### src/rtl/gfx_win_pkg.sv
package gfx_win_pkg;
  parameter int ADDR_W  = 20;
  parameter int OFF_W   = 17;
  parameter int PLANE_N = 4;
  parameter int SEL_W   = 2;

  // strobes from the window control to the offset datapath
  typedef struct packed {
    logic             hit;
    logic             issue;
    logic             isWrite;
    logic             chainOn;
    logic             oddSide;
    logic [SEL_W-1:0] winSel;
  } winCtl_t;

  function automatic logic [ADDR_W-1:0] winBase(input logic [SEL_W-1:0] sel);
    case (sel)
      2'd2:    winBase = ADDR_W'('hB0000);
      2'd3:    winBase = ADDR_W'('hB8000);
      default: winBase = ADDR_W'('hA0000);
    endcase
  endfunction

  // log2 of the window size in bytes
  function automatic int winBits(input logic [SEL_W-1:0] sel);
    case (sel)
      2'd0:    winBits = 17;
      2'd1:    winBits = 16;
      default: winBits = 15;
    endcase
  endfunction
endpackage

### src/rtl/win_decode_ctrl.sv
module win_decode_ctrl
  import gfx_win_pkg::*;
(
  input  logic [ADDR_W-1:0] hostAddr,
  input  logic              hostStrobe,
  input  logic              hostWrite,
  input  logic [SEL_W-1:0]  mapSel,
  input  logic              chainOddEven,
  output winCtl_t           ctl
);
  localparam int EXT_W = ADDR_W + 1;

  logic [EXT_W-1:0] baseExt;
  logic [EXT_W-1:0] limitExt;
  logic [EXT_W-1:0] addrExt;
  logic             inWin;

  always_comb begin
    baseExt  = {1'b0, winBase(mapSel)};
    limitExt = baseExt + (EXT_W'(1) << winBits(mapSel));
    addrExt  = {1'b0, hostAddr};
    inWin    = (addrExt >= baseExt) && (addrExt < limitExt);
  end

  always_comb begin
    ctl.hit     = inWin;
    ctl.issue   = inWin && hostStrobe;
    ctl.isWrite = inWin && hostStrobe && hostWrite;
    ctl.chainOn = chainOddEven;
    ctl.oddSide = hostAddr[0];
    ctl.winSel  = mapSel;
  end
endmodule

### src/rtl/win_offset_path.sv
module win_offset_path
  import gfx_win_pkg::*;
(
  input  logic               clk,
  input  logic               rstN,
  input  logic [ADDR_W-1:0]  hostAddr,
  input  winCtl_t            ctl,
  output logic               hitQ,
  output logic               reqQ,
  output logic               wrQ,
  output logic [OFF_W-1:0]   offsetQ,
  output logic [PLANE_N-1:0] maskQ
);
  logic [ADDR_W-1:0]  diff;
  logic [OFF_W-1:0]   rawOff;
  logic [OFF_W-1:0]   nextOff;
  logic [PLANE_N-1:0] nextMask;
  int                 topIdx;

  always_comb begin
    diff    = hostAddr - winBase(ctl.winSel);
    rawOff  = diff[OFF_W-1:0];
    topIdx  = winBits(ctl.winSel) - 1;
    nextOff = rawOff;
    if (ctl.chainOn) nextOff[0] = rawOff[topIdx];
    if (!ctl.hit) nextOff = '0;
  end

  for (genvar p = 0; p < PLANE_N; p++) begin : g_plane
    localparam logic ODD_PLANE = (p % 2) == 1;
    always_comb begin
      if (!ctl.hit)        nextMask[p] = 1'b0;
      else if (ctl.chainOn) nextMask[p] = (ctl.oddSide == ODD_PLANE);
      else                  nextMask[p] = 1'b1;
    end
  end

  always_ff @(posedge clk) begin
    if (!rstN) begin
      hitQ    <= 1'b0;
      reqQ    <= 1'b0;
      wrQ     <= 1'b0;
      offsetQ <= '0;
      maskQ   <= '0;
    end else begin
      hitQ    <= ctl.hit;
      reqQ    <= ctl.issue;
      wrQ     <= ctl.isWrite;
      offsetQ <= nextOff;
      maskQ   <= nextMask;
    end
  end
endmodule

### src/rtl/gfxWindowDecoder.sv
module gfxWindowDecoder
  import gfx_win_pkg::*;
(
  input  logic               clk,
  input  logic               rstN,
  input  logic [ADDR_W-1:0]  hostAddr,
  input  logic               hostStrobe,
  input  logic               hostWrite,
  input  logic [SEL_W-1:0]   mapSel,
  input  logic               chainOddEven,
  output logic               hitOut,
  output logic               memReq,
  output logic               memWrite,
  output logic [OFF_W-1:0]   memOffset,
  output logic [PLANE_N-1:0] planeMask
);
  winCtl_t ctl;

  win_decode_ctrl u_ctrl (
    .hostAddr    (hostAddr),
    .hostStrobe  (hostStrobe),
    .hostWrite   (hostWrite),
    .mapSel      (mapSel),
    .chainOddEven(chainOddEven),
    .ctl         (ctl)
  );

  win_offset_path u_path (
    .clk     (clk),
    .rstN    (rstN),
    .hostAddr(hostAddr),
    .ctl     (ctl),
    .hitQ    (hitOut),
    .reqQ    (memReq),
    .wrQ     (memWrite),
    .offsetQ (memOffset),
    .maskQ   (planeMask)
  );
endmodule

### config.mk
export PLATFORM = sky130hd
export DESIGN_NAME = gfxWindowDecoder
export DESIGN_NICKNAME = d
export VERILOG_FILES = /design/src/rtl/gfx_win_pkg.sv /design/src/rtl/win_decode_ctrl.sv /design/src/rtl/win_offset_path.sv /design/src/rtl/gfxWindowDecoder.sv
export SDC_FILE = /design/constraint.sdc
export NUM_CORES = 1
export LEC_CHECK = 0
export BUFFER_PORTS_ARGS = -buffer_cell sky130_fd_sc_hd__buf_2
export CAP_MARGIN = 20
export CORE_MARGIN = 5
export CORE_UTILIZATION = 43
export DETAILED_ROUTE_END_ITERATION = 16
export PLACE_DENSITY = 0.75
export RECOVER_POWER = 50
export SLEW_MARGIN = 40
export SYNTH_ARGS = -nofsm -noshare
export SYNTH_HDL_FRONTEND = slang
export SYNTH_HIERARCHICAL = 1
export SYNTH_SLANG_ARGS = --single-unit
### constraint.sdc
create_clock -name clk -period 2.6 [get_ports clk]
set_input_delay 0.26 -clock clk [delete_from_list [all_inputs] [get_ports clk]]
set_output_delay 0.26 -clock clk [all_outputs]
set_load 0.02 [all_outputs]
## Yosys cells after proc, flatten, opt, wreduce, memory -nomap -nowiden

Index checks and enable logic that the tools add are counted.

- Add/sub/neg operators: 3
- $lt $le $gt $ge: 3
- Eq/ne operators: 3
- Shift operators: 1
- Mux-type cells: 10
- Bitwise operators: 1
- Reduce and logical (&&, ||, !) cells: 5

Operator list:

| cell | number |
|---|---|
| 17-bit case mux with 2 select lines | 1 |
| 32-bit by 7-bit < comparator with 1-bit output (second input constant) | 1 |
| 1-bit by 32-bit << shifter with 21-bit output (first input constant) | 1 |
| 20-bit by 21-bit adder with 21-bit output | 1 |
| 20-bit by 21-bit < comparator with 1-bit output | 1 |
| 20-bit greater-or-equal comparator | 1 |
| 17-bit subtractor | 1 |
| 5-bit case mux with 2 select lines | 1 |
| 1-bit 2-to-1 mux | 7 |
| 5-bit by 1-bit subtractor with 6-bit output (second input constant) | 1 |
| 1-bit binary-select mux with 5-bit select | 1 |
| 2-bit == test (second input constant) | 2 |
| 1-bit logical AND | 3 |
| 2-bit by 1-bit == test with 1-bit output (second input constant) | 1 |
| 2-bit zero test | 1 |
| 2-bit AND reduction | 1 |
| 1-bit inverter | 1 |

- Register bits after elaboration: 24
- Bits of input ports: 27
- Output and inout port bits: 24
- Word-level logic and storage cells: 31

## Longest topological paths before layout

Gate-level depths: netlist of the first run.

- Word-level depth: 8
- Depth in mapped cells: 12
- Gate-level depth less buffers: 11

## Hierarchy

Netlist of the first run, hierarchy kept.

By module, submodules not included:

| module | times used | cells an instance | area an instance (um^2) | seq. area each (um^2) |
|---|---|---|---|---|
| win_offset_path | 1 | 60 | 665.6 | 440.4 |
| win_decode_ctrl | 1 | 53 | 407.9 | 0.0 |

## Least setup slack after synthesis of the first run

Ideal clock, no wire load.

- Path type: in2reg
- Start: in mapSel[0]
- End: reg u_path.offsetQ[10]
- Setup time: 0.060 ns
- Arrival time: 2.060 ns
- Required time: 2.540 ns
- Slack: 0.481 ns
- Stages on the path: 12
- Path buffers: 2
- Cells stage by stage: inv_1 > ha_1 > inv_1 > ha_1 > nand2_1 > nor2_1 > a211oi_1 > o21ai_0 > nor3_1 > buf_4 > clkbuf_1 > and3_1

- Longest elaborated chain between the ends: 7
- Elaborated cells between the ends (all ways): 12
- Those cells by class: add/sub (1); order compare (2); eq/ne (3); shift (1); mux (2); reduce/logical (3)

RTL lines:

| element | line | RTL |
|---|---|---|
| start, declared | gfxWindowDecoder.sv:9 | `input logic [SEL_W-1:0] mapSel,` |
| 2-bit by 1-bit == test with 1-bit output / 2-bit zero test (equally long branches) | gfx_win_pkg.sv:27 | `case (sel)` |
| 5-bit case mux with 2 select lines | gfx_win_pkg.sv:27 |  |
| 1-bit by 32-bit << shifter with 21-bit output | win_decode_ctrl.sv:20 | `limitExt = baseExt + (EXT_W'(1) << winBits(mapSel));` |
| 20-bit by 21-bit adder with 21-bit output | win_decode_ctrl.sv:20 |  |
| 20-bit by 21-bit < comparator with 1-bit output | win_decode_ctrl.sv:22 | `inWin = (addrExt >= baseExt) && (addrExt < limitExt);` |
| 1-bit logical AND * | win_decode_ctrl.sv:22 |  |
| net u_ctrl.inWin | win_decode_ctrl.sv:16 | `logic inWin;` |
| 2-bit AND reduction (no line) * | - |  |
| end signal, assigned | win_offset_path.sv:49 | `offsetQ <= nextOff;` |
| end, declared | win_offset_path.sv:11 | `output logic [OFF_W-1:0] offsetQ,` |

Mark *: on every way through the listed nets, which the timed path passes. The rest lies on a longest branch.
A chain may end at the register's enable or synchronous reset.

==> reports/qor.txt, run 1 <==
Die ar. = 3600 um2
Layout area overhead = 22.6%
Slowest CP cell = ha_1
Place WS = 0.129 ns
Grt ovf = 0
Fin. Hold Viols = 0
Slew Viols, Final = 0
Clk root buf = clkbuf_4
Maximum vdd ir drop = 0.301 mV
Setup TNS = 0 ns
Commonest non-fill, non-tap cell in the layout = buf_2
CTS Buf Count = 3
Post-synth net total = 155
Vias per cell = 4.89
CP bufs+invs = 3
Hold WS = 0.186 ns
I/O pin count = 51
Worst Path Required = 2.81 ns
Synth top area share = 0.410
Routed WL = 2.36 mm
Post-synthesis instance total = 113
Placed Area = 1310 um2
Fillers = 260
Critical path, cell by cell = buf_2, inv_1, ha_1, inv_1, ha_1, nand2_1, nor2_1, a211oi_1, o21ai_0, nor3_1, nand2_1, a311oi_1
Critical path arrival = 2.35 ns
GR Util All Layers = 0.133
Delay-heaviest family, CP = adder cells
Critical path class = primary input to flop
Nets = 202
CTS Sinks = 22
Via count = 925
DR iter-0 viols = 17
Core area = 2430 um2
Die Wd = 60.0 um
WHS Path Cells = 2
Area leader, netlist = dfxtp_1
Power per standard cell area = 504 nW/um2
Post-DRT Antenna Nets = 0
Final non-filler cell total = 189
Final WS setup = 0.455 ns
Post-CTS Setup Bufs = 0
DP HPWL = 1.99 mm
Setup violators final = 0
CTS H-tree lvls = 1
CP max stage delay = 0.31 ns
Synth cell types = 27
Synth area leaders = dfxtp_1 (41%), ha_1 (17%), and3_1 (8.2%), buf_4 (4.9%), inv_1 (3.5%)
Tcrit/Tclk final = 0.825
CTS max path bufs = 2
Mapped Avg Cell Area = 9.50 um2
First-pass GRT wire length = 3.67 mm
Unrepaired setup endpoints after global routing = false
TritonCTS clock tree = yes
Placed Cells = 185
Min-Delay Path Class = primary input to flop
RD Place Congestion = 0.774
Fmax = 0.466 GHz
# DRC = 0
Port bufs = 50
Cell row count = 18
Clk slew on worst S/H paths = 0.11 ns
Cell area after synthesis = 1070 um2
Post-synthesis sequential area ratio = 0.410
Die Span Y = 60.0 um
DRT Pass-1 Iters = 4
Kind of start point of the critical path = primary input
Total power = 0.664 mW
Layout Utilization = 0.541
Vias in the first global route = 865
#FFs+latches synth = 22
Largest net degree at the start of global routing = 18
Starting density of the core = 0.441
Worst setup EP type = flop
P_leak = 0.667 nW
Ys Warns = 6
Most frequent cells in the layout = buf_2 (27), clkbuf_1 (23), dfxtp_1 (22)
Max cap viols = 0
Critical path depth = 12
Minimum clock period = 2.14 ns
Wire length per cell = 12.5 um
Fin area = 1320 um2
Ant. Diodes = 0
Critical Path Fanout Max = 10
Share of cells above drive strength 1 = 0.226
Post-CTS sizing = 0
Cts hold-fix bufs = 0
Initial antenna violation count = 0
Status = complete, no violations
==> per-layer routing <==
layer / wire length, um / global-route usage / up-vias
met3: 299 / 0.0281 / 4
met2: 1030 / 0.230 / 44
met1: 1000 / 0.161 / 404
met4: 23 / 0.0475 / 0
li1: - / - / 473
met5: 0 / 0 / -
==> sequential cells by signal, summed over array words and instances, names as in the netlist <==
register / cells
u_path/reqQ: 1
u_path/maskQ: 2
u_path/hitQ: 1
u_path/wrQ: 1
u_path/offsetQ: 17
==> cell families after synthesis <==
logic type | Yosys count | share of synthesized area
AO/OA/AOI/OAI | 12 | 0.0699
XOR/XNOR | 1 | 0.00816
adder cells (fa/ha/maj) | 15 | 0.175
buffers and inverters | 19 | 0.0909
flip-flops | 22 | 0.410
other | 1 | 0.00349
AND/OR/NAND/NOR | 43 | 0.242
==> power by group <==
| part | internal [mW] | switching (mW) | total [mW] |
|---|---|---|---|
| registers | 0.350 | 0.00339 | 0.353 |
| logic | 0.0516 | 0.0809 | 0.133 |
| clock network | 0.0853 | 0.0932 | 0.179 |
==> final timing paths <==
path	start	endpoint	slack, ns
setup / recovery	mapSel[1]	u_path/offsetQ[0]	0.46
hold / removal	chainOddEven	u_path/maskQ[1]	0.19
==> synth_stat cells <==
cell	instances
dfxtp_1	22
ha_1	15
and3_1	14
inv_1	10
buf_4	7
a21oi_1	6
nor2_1	6
nand2_1	4
and2_1	3
nor4_1	3
nor4_2	3
clkbuf_1	2
nand4_1	2
nor3_1	2
o21ai_0	2
a211oi_1	1
a21o_1	1
a311oi_1	1
conb_1	1
nand2b_1	1
nand3_1	1
nor2b_1	1
nor3b_1	1
o41a_1	1
or2_2	1
or3_1	1
xnor2_1	1
==> area by class of cell <==
type,count,area [um2],share of cell area
multi-input cells,72,536,0.407
flip-flops and latches,22,440,0.335
repair buffers,51,229,0.174
inverters,10,37.5,0.0285
well taps,30,37.5,0.0285
clock buffers,4,36.3,0.0276
No activity file was read; power rests on OpenSTA's default activity.
==> run 2: changes to the inputs <==
Clock period 2.6 ns to 2.02 ns, I/O delays scaled along.
==> run 2 against run 1 <==
Hold slack worse by 0.072 ns. Via count grew 3.8%. Die area unchanged. Core utilization increased by 3.1 points. Highest routed layer unchanged. Largest cell class unchanged.
==> reports/qor.txt, run 2 (synthesis gave the netlist of run 1 again) <==
Delay-heaviest family, CP = adder cells
Nets = 212
Ant. Diodes = 0
P_leak = 0.731 nW
Most frequent cells in the layout = buf_2 (32), dfxtp_1 (22), clkbuf_1 (18)
Port bufs = 50
CTS H-tree lvls = 1
Slew Viols, Final = 0
Critical path arrival = 2.09 ns
Largest registers = u_path/offsetQ: 17 flops, u_path/maskQ: 2 flops
Met3 wire len = 239 um
CTS Sinks = 22
Max cap viols = 0
Critical Path Fanout Max = 14
Layout area overhead = 29.6%
Largest reg by FF count = u_path/offsetQ
Met1 Wirelength = 977 um
Vias per cell = 4.85
Cts hold-fix bufs = 0
TritonCTS clock tree = yes
Max reg flops = 17
Clk slew on worst S/H paths = 0.10 ns
CP bufs+invs = 4
P_int = 0.602 mW
Post-DRT Antenna Nets = 0
Place WS = -0.209 ns
Fmax = 0.541 GHz
# DRC = 0
Logic gate share of total power = 0.231
Die Wd = 60.0 um
Fin. Hold Viols = 0
Power per standard cell area = 597 nW/um2
CTS Buf Count = 3
Initial antenna violation count = 0
Maximum vdd ir drop = 0.354 mV
DR iter-0 viols = 19
Sw Pwr = 0.228 mW
Worst setup EP type = flop
DP HPWL = 2.05 mm
Seq pwr share = 0.547
Core area = 2430 um2
I/O pin count = 51
Wire length per cell = 12.3 um
Grt ovf = 0
DRT Pass-1 Iters = 4
Post-CTS Setup Bufs = 0
Starting density of the core = 0.441
Post-CTS sizing = 0
Clk pwr share = 0.223
Setup TNS = 0 ns
Minimum clock period = 1.85 ns
Die ar. = 3600 um2
Routed WL = 2.43 mm
Final WS setup = 0.171 ns
Clk root buf = clkbuf_4
DR WL met2 = 1.19 mm
Min-Delay Path Class = primary input to flop
Slowest CP cell = ha_1
Share of cells above drive strength 1 = 0.310
Status = complete, no violations
Tcrit/Tclk final = 0.915
Unrepaired setup endpoints after global routing = true
Vias in the first global route = 980
Max Used Layer = met4
Setup violators final = 0
CP max stage delay = 0.31 ns
First-pass GRT wire length = 3.95 mm
Die Span Y = 60.0 um
Critical path, cell by cell = buf_2, inv_1, ha_1, inv_1, ha_1, nand2_1, nor2_1, a211oi_1, o21ai_1, nor3_2, buf_4, and3_1
Switch share = 0.275
RD Place Congestion = 0.766
CTS max path bufs = 2
GR Util All Layers = 0.145
Worst Path Required = 2.26 ns
Fillers = 246
Cell row count = 18
Commonest non-fill, non-tap cell in the layout = buf_2
Hold WS = 0.113 ns
Critical path class = primary input to flop
Kind of start point of the critical path = primary input
Via count = 960
Largest net degree at the start of global routing = 18
==> run 2: changes by cell type in the layout (fill, tap and decap cells not counted), sizes merged <==
cell | previous run | this run
buf | 28 | 43
clkbuf | 27 | 21
==> run 2: cell type report <==
type / count / area [um2] / share of cell area
Multi-Input combinational cell: 72 / 543 / 0.390
Clock buffer: 3 / 22.5 / 0.0162
Timing Repair Buffer: 61 / 310 / 0.223
Sequential cell: 22 / 440 / 0.317
Tap cell: 30 / 37.5 / 0.0270
Inverter: 10 / 37.5 / 0.0270
==> run 2: power by group through the flow <==
stage / combinational, mW / sequential, mW / clock, mW
6_report: 0.191 / 0.454 / 0.185
5_1_grt: 0.216 / 0.456 / 0.216
4_1_cts: 0.194 / 0.454 / 0.199
3_5_place_dp: 0.193 / 0.464 / 0
3_3_place_gp: 0.189 / 0.463 / 0
2_1_floorplan: 0.0899 / 0.485 / 0
==> run 2: final timing paths <==
path	cells past startpoint	from	endpoint
max	12	mapSel[0]	u_path/offsetQ[1]
min	2	hostAddr[0]	u_path/maskQ[2]
==> run 2: through the flow <==
step | cell area (um2) | total power [mW] | utilization | cells
after floorplan | 1070 | 0.575 | - | 113
after global placement | 1380 | 0.652 | 0.569 | 195
after detailed placement | 1380 | 0.657 | 0.569 | 195
after CTS | 1410 | 0.847 | 0.578 | 198
after global routing | 1390 | 0.888 | 0.572 | 198
final | 1390 | 0.830 | 0.572 | 198
==> run 2: routing by layer <==
layer  track usage  up-vias
li1              -      489
met4        0.0665        0
met3        0.0173        4
met5             0        -
met2         0.275       39
met1         0.155      428
==> run 3: changes to the inputs <==
Settings changed: CORE_UTILIZATION 43 to 45, PLACE_DENSITY 0.75 to 0.78.
==> run 3 against run 2 <==
Critical path depth increased by 1. Global-route usage rose by 0.65 points. Clock power grew 26%. Via count shrank 2.0%. Critical path type unchanged. First-iteration DRC count shrank 42%. Sequential cell count unchanged. Largest cell class unchanged. Core utilization rose by 4.6 points. Sequential power is essentially flat. Power is 5.5% higher. Cell area is essentially flat.
==> reports/qor.txt, run 3 (synthesis gave the netlist of run 1 again) <==
Setup violators final = 0
Nets = 211
Post-DRT Antenna Nets = 0
First-pass GRT wire length = 4.04 mm
Largest net degree at the start of global routing = 18
Vias per cell = 4.80
CTS max path bufs = 2
Die ar. = 3460 um2
Seq pwr share = 0.518
Critical Path Fanout Max = 3
Die Span Y = 58.8 um
Cts hold-fix bufs = 0
Fmax = 0.555 GHz
Hold WS = 0.135 ns
Worst setup EP type = flop
Routed WL = 2.43 mm
Total power = 0.876 mW
WHS Path Cells = 2
Unrepaired setup endpoints after global routing = false
Fin. Hold Viols = 0
Largest registers = u_path/offsetQ: 17 flops, u_path/maskQ: 2 flops
GR Util All Layers = 0.151
CP bufs+invs = 4
P_int = 0.641 mW
Critical path class = primary input to flop
CTS Buf Count = 3
DRT Pass-1 Iters = 4
DR iter-0 viols = 11
Tcrit/Tclk final = 0.891
Initial antenna violation count = 0
Fin area = 1390 um2
Critical path, cell by cell = buf_2, inv_1, ha_1, inv_1, ha_1, nand2_1, nor2_1, a211oi_1, o21ai_1, nor3_2, nand2_1, buf_4, a21oi_1
Delay-heaviest family, CP = adder cells
Die Wd = 58.8 um
CP max stage delay = 0.30 ns
Clk root buf = clkbuf_4
Min-Delay Startpoint = chainOddEven
Largest reg by FF count = u_path/offsetQ
Status = complete, no violations
Minimum clock period = 1.80 ns
Switch share = 0.269
Max cap viols = 0
P_leak = 0.711 nW
Sw Pwr = 0.236 mW
Final non-filler cell total = 196
# DRC = 0
CTS H-tree lvls = 1
Wire length per cell = 12.4 um
Slowest CP cell = ha_1
Logic gate share of total power = 0.215
Port bufs = 50
Power per standard cell area = 629 nW/um2
TritonCTS clock tree = yes
RD Place Congestion = 0.795
Vias in the first global route = 925
Critical path arrival = 2.03 ns
Max reg flops = 17
Most frequent cells in the layout = buf_2 (27), clkbuf_1 (23), dfxtp_1 (22)
Via count = 941
DP HPWL = 2.07 mm
Core area = 2250 um2
Commonest non-fill, non-tap cell in the layout = buf_2
Placed Area = 1370 um2
Post-CTS Setup Bufs = 0
Share of cells above drive strength 1 = 0.280
Min-Delay Path Class = primary input to flop
Slew Viols, Final = 0
Placed Cells = 192
Maximum vdd ir drop = 0.415 mV
CTS Sinks = 22
Cell row count = 17
I/O pin count = 51
Clk slew on worst S/H paths = 0.10 ns
Worst Hold End = u_path/maskQ[2]
Clk pwr share = 0.266
Setup TNS = 0 ns
Worst Path Required = 2.25 ns
Starting density of the core = 0.476
Ant. Diodes = 0
Layout area overhead = 29.7%
Grt ovf = 0
Kind of start point of the critical path = primary input
[run 3: area by class of cell]
cell class,count,area (um2)
Tap cell,28,35.0
Inverter,10,37.5
Multi-Input combinational cell,72,547
Sequential cell,22,440
Clock buffer,4,36.3
Timing Repair Buffer,60,297
Fill cell,212,862
[run 3: how the worst max path moves through the flow]
stage | from | to | slack (ns) | cells past startpoint
floorplan | mapSel[0] | u_path/offsetQ[0] | 0.02 | 12
global placement | mapSel[0] | u_path/offsetQ[13] | -0.06 | 12
detailed placement | mapSel[0] | u_path/maskQ[2] | -0.12 | 13
CTS | mapSel[0] | u_path/maskQ[2] | 0.18 | 13
global route | mapSel[1] | u_path/maskQ[2] | 0.05 | 13
finish | mapSel[0] | u_path/maskQ[1] | 0.22 | 13
[run 3: through the flow]
stage,setup slack [ns],util
2_1_floorplan,0.0169,-
3_3_place_gp,-0.0632,0.609
3_5_place_dp,-0.118,0.609
4_1_cts,0.183,0.625
5_1_grt,0.0491,0.618
6_report,0.219,0.618
[run 3: repair_timing]
| action | CTS | global route |
|---|---|---|
| setup endpoints to repair | 0 | 3 |
| endpoints found under the hold margin | 0 | 0 |
| gates resized for setup | 0 | 2 |
[run 3: metal layers]
layer  routed length [um]  track usage
met5                    0            0
met4                   36       0.0777
met3                  188       0.0219
met2                 1220        0.268
met1                  981        0.173
[run 3: power groups by stage]
stage	Sequential (mW)	Combinational, mW	Clock [mW]
after floorplan	0.485	0.0899	0
after global placement	0.463	0.186	0
after detailed placement	0.464	0.191	0
after CTS	0.454	0.193	0.237
after global routing	0.457	0.213	0.267
final	0.454	0.189	0.233
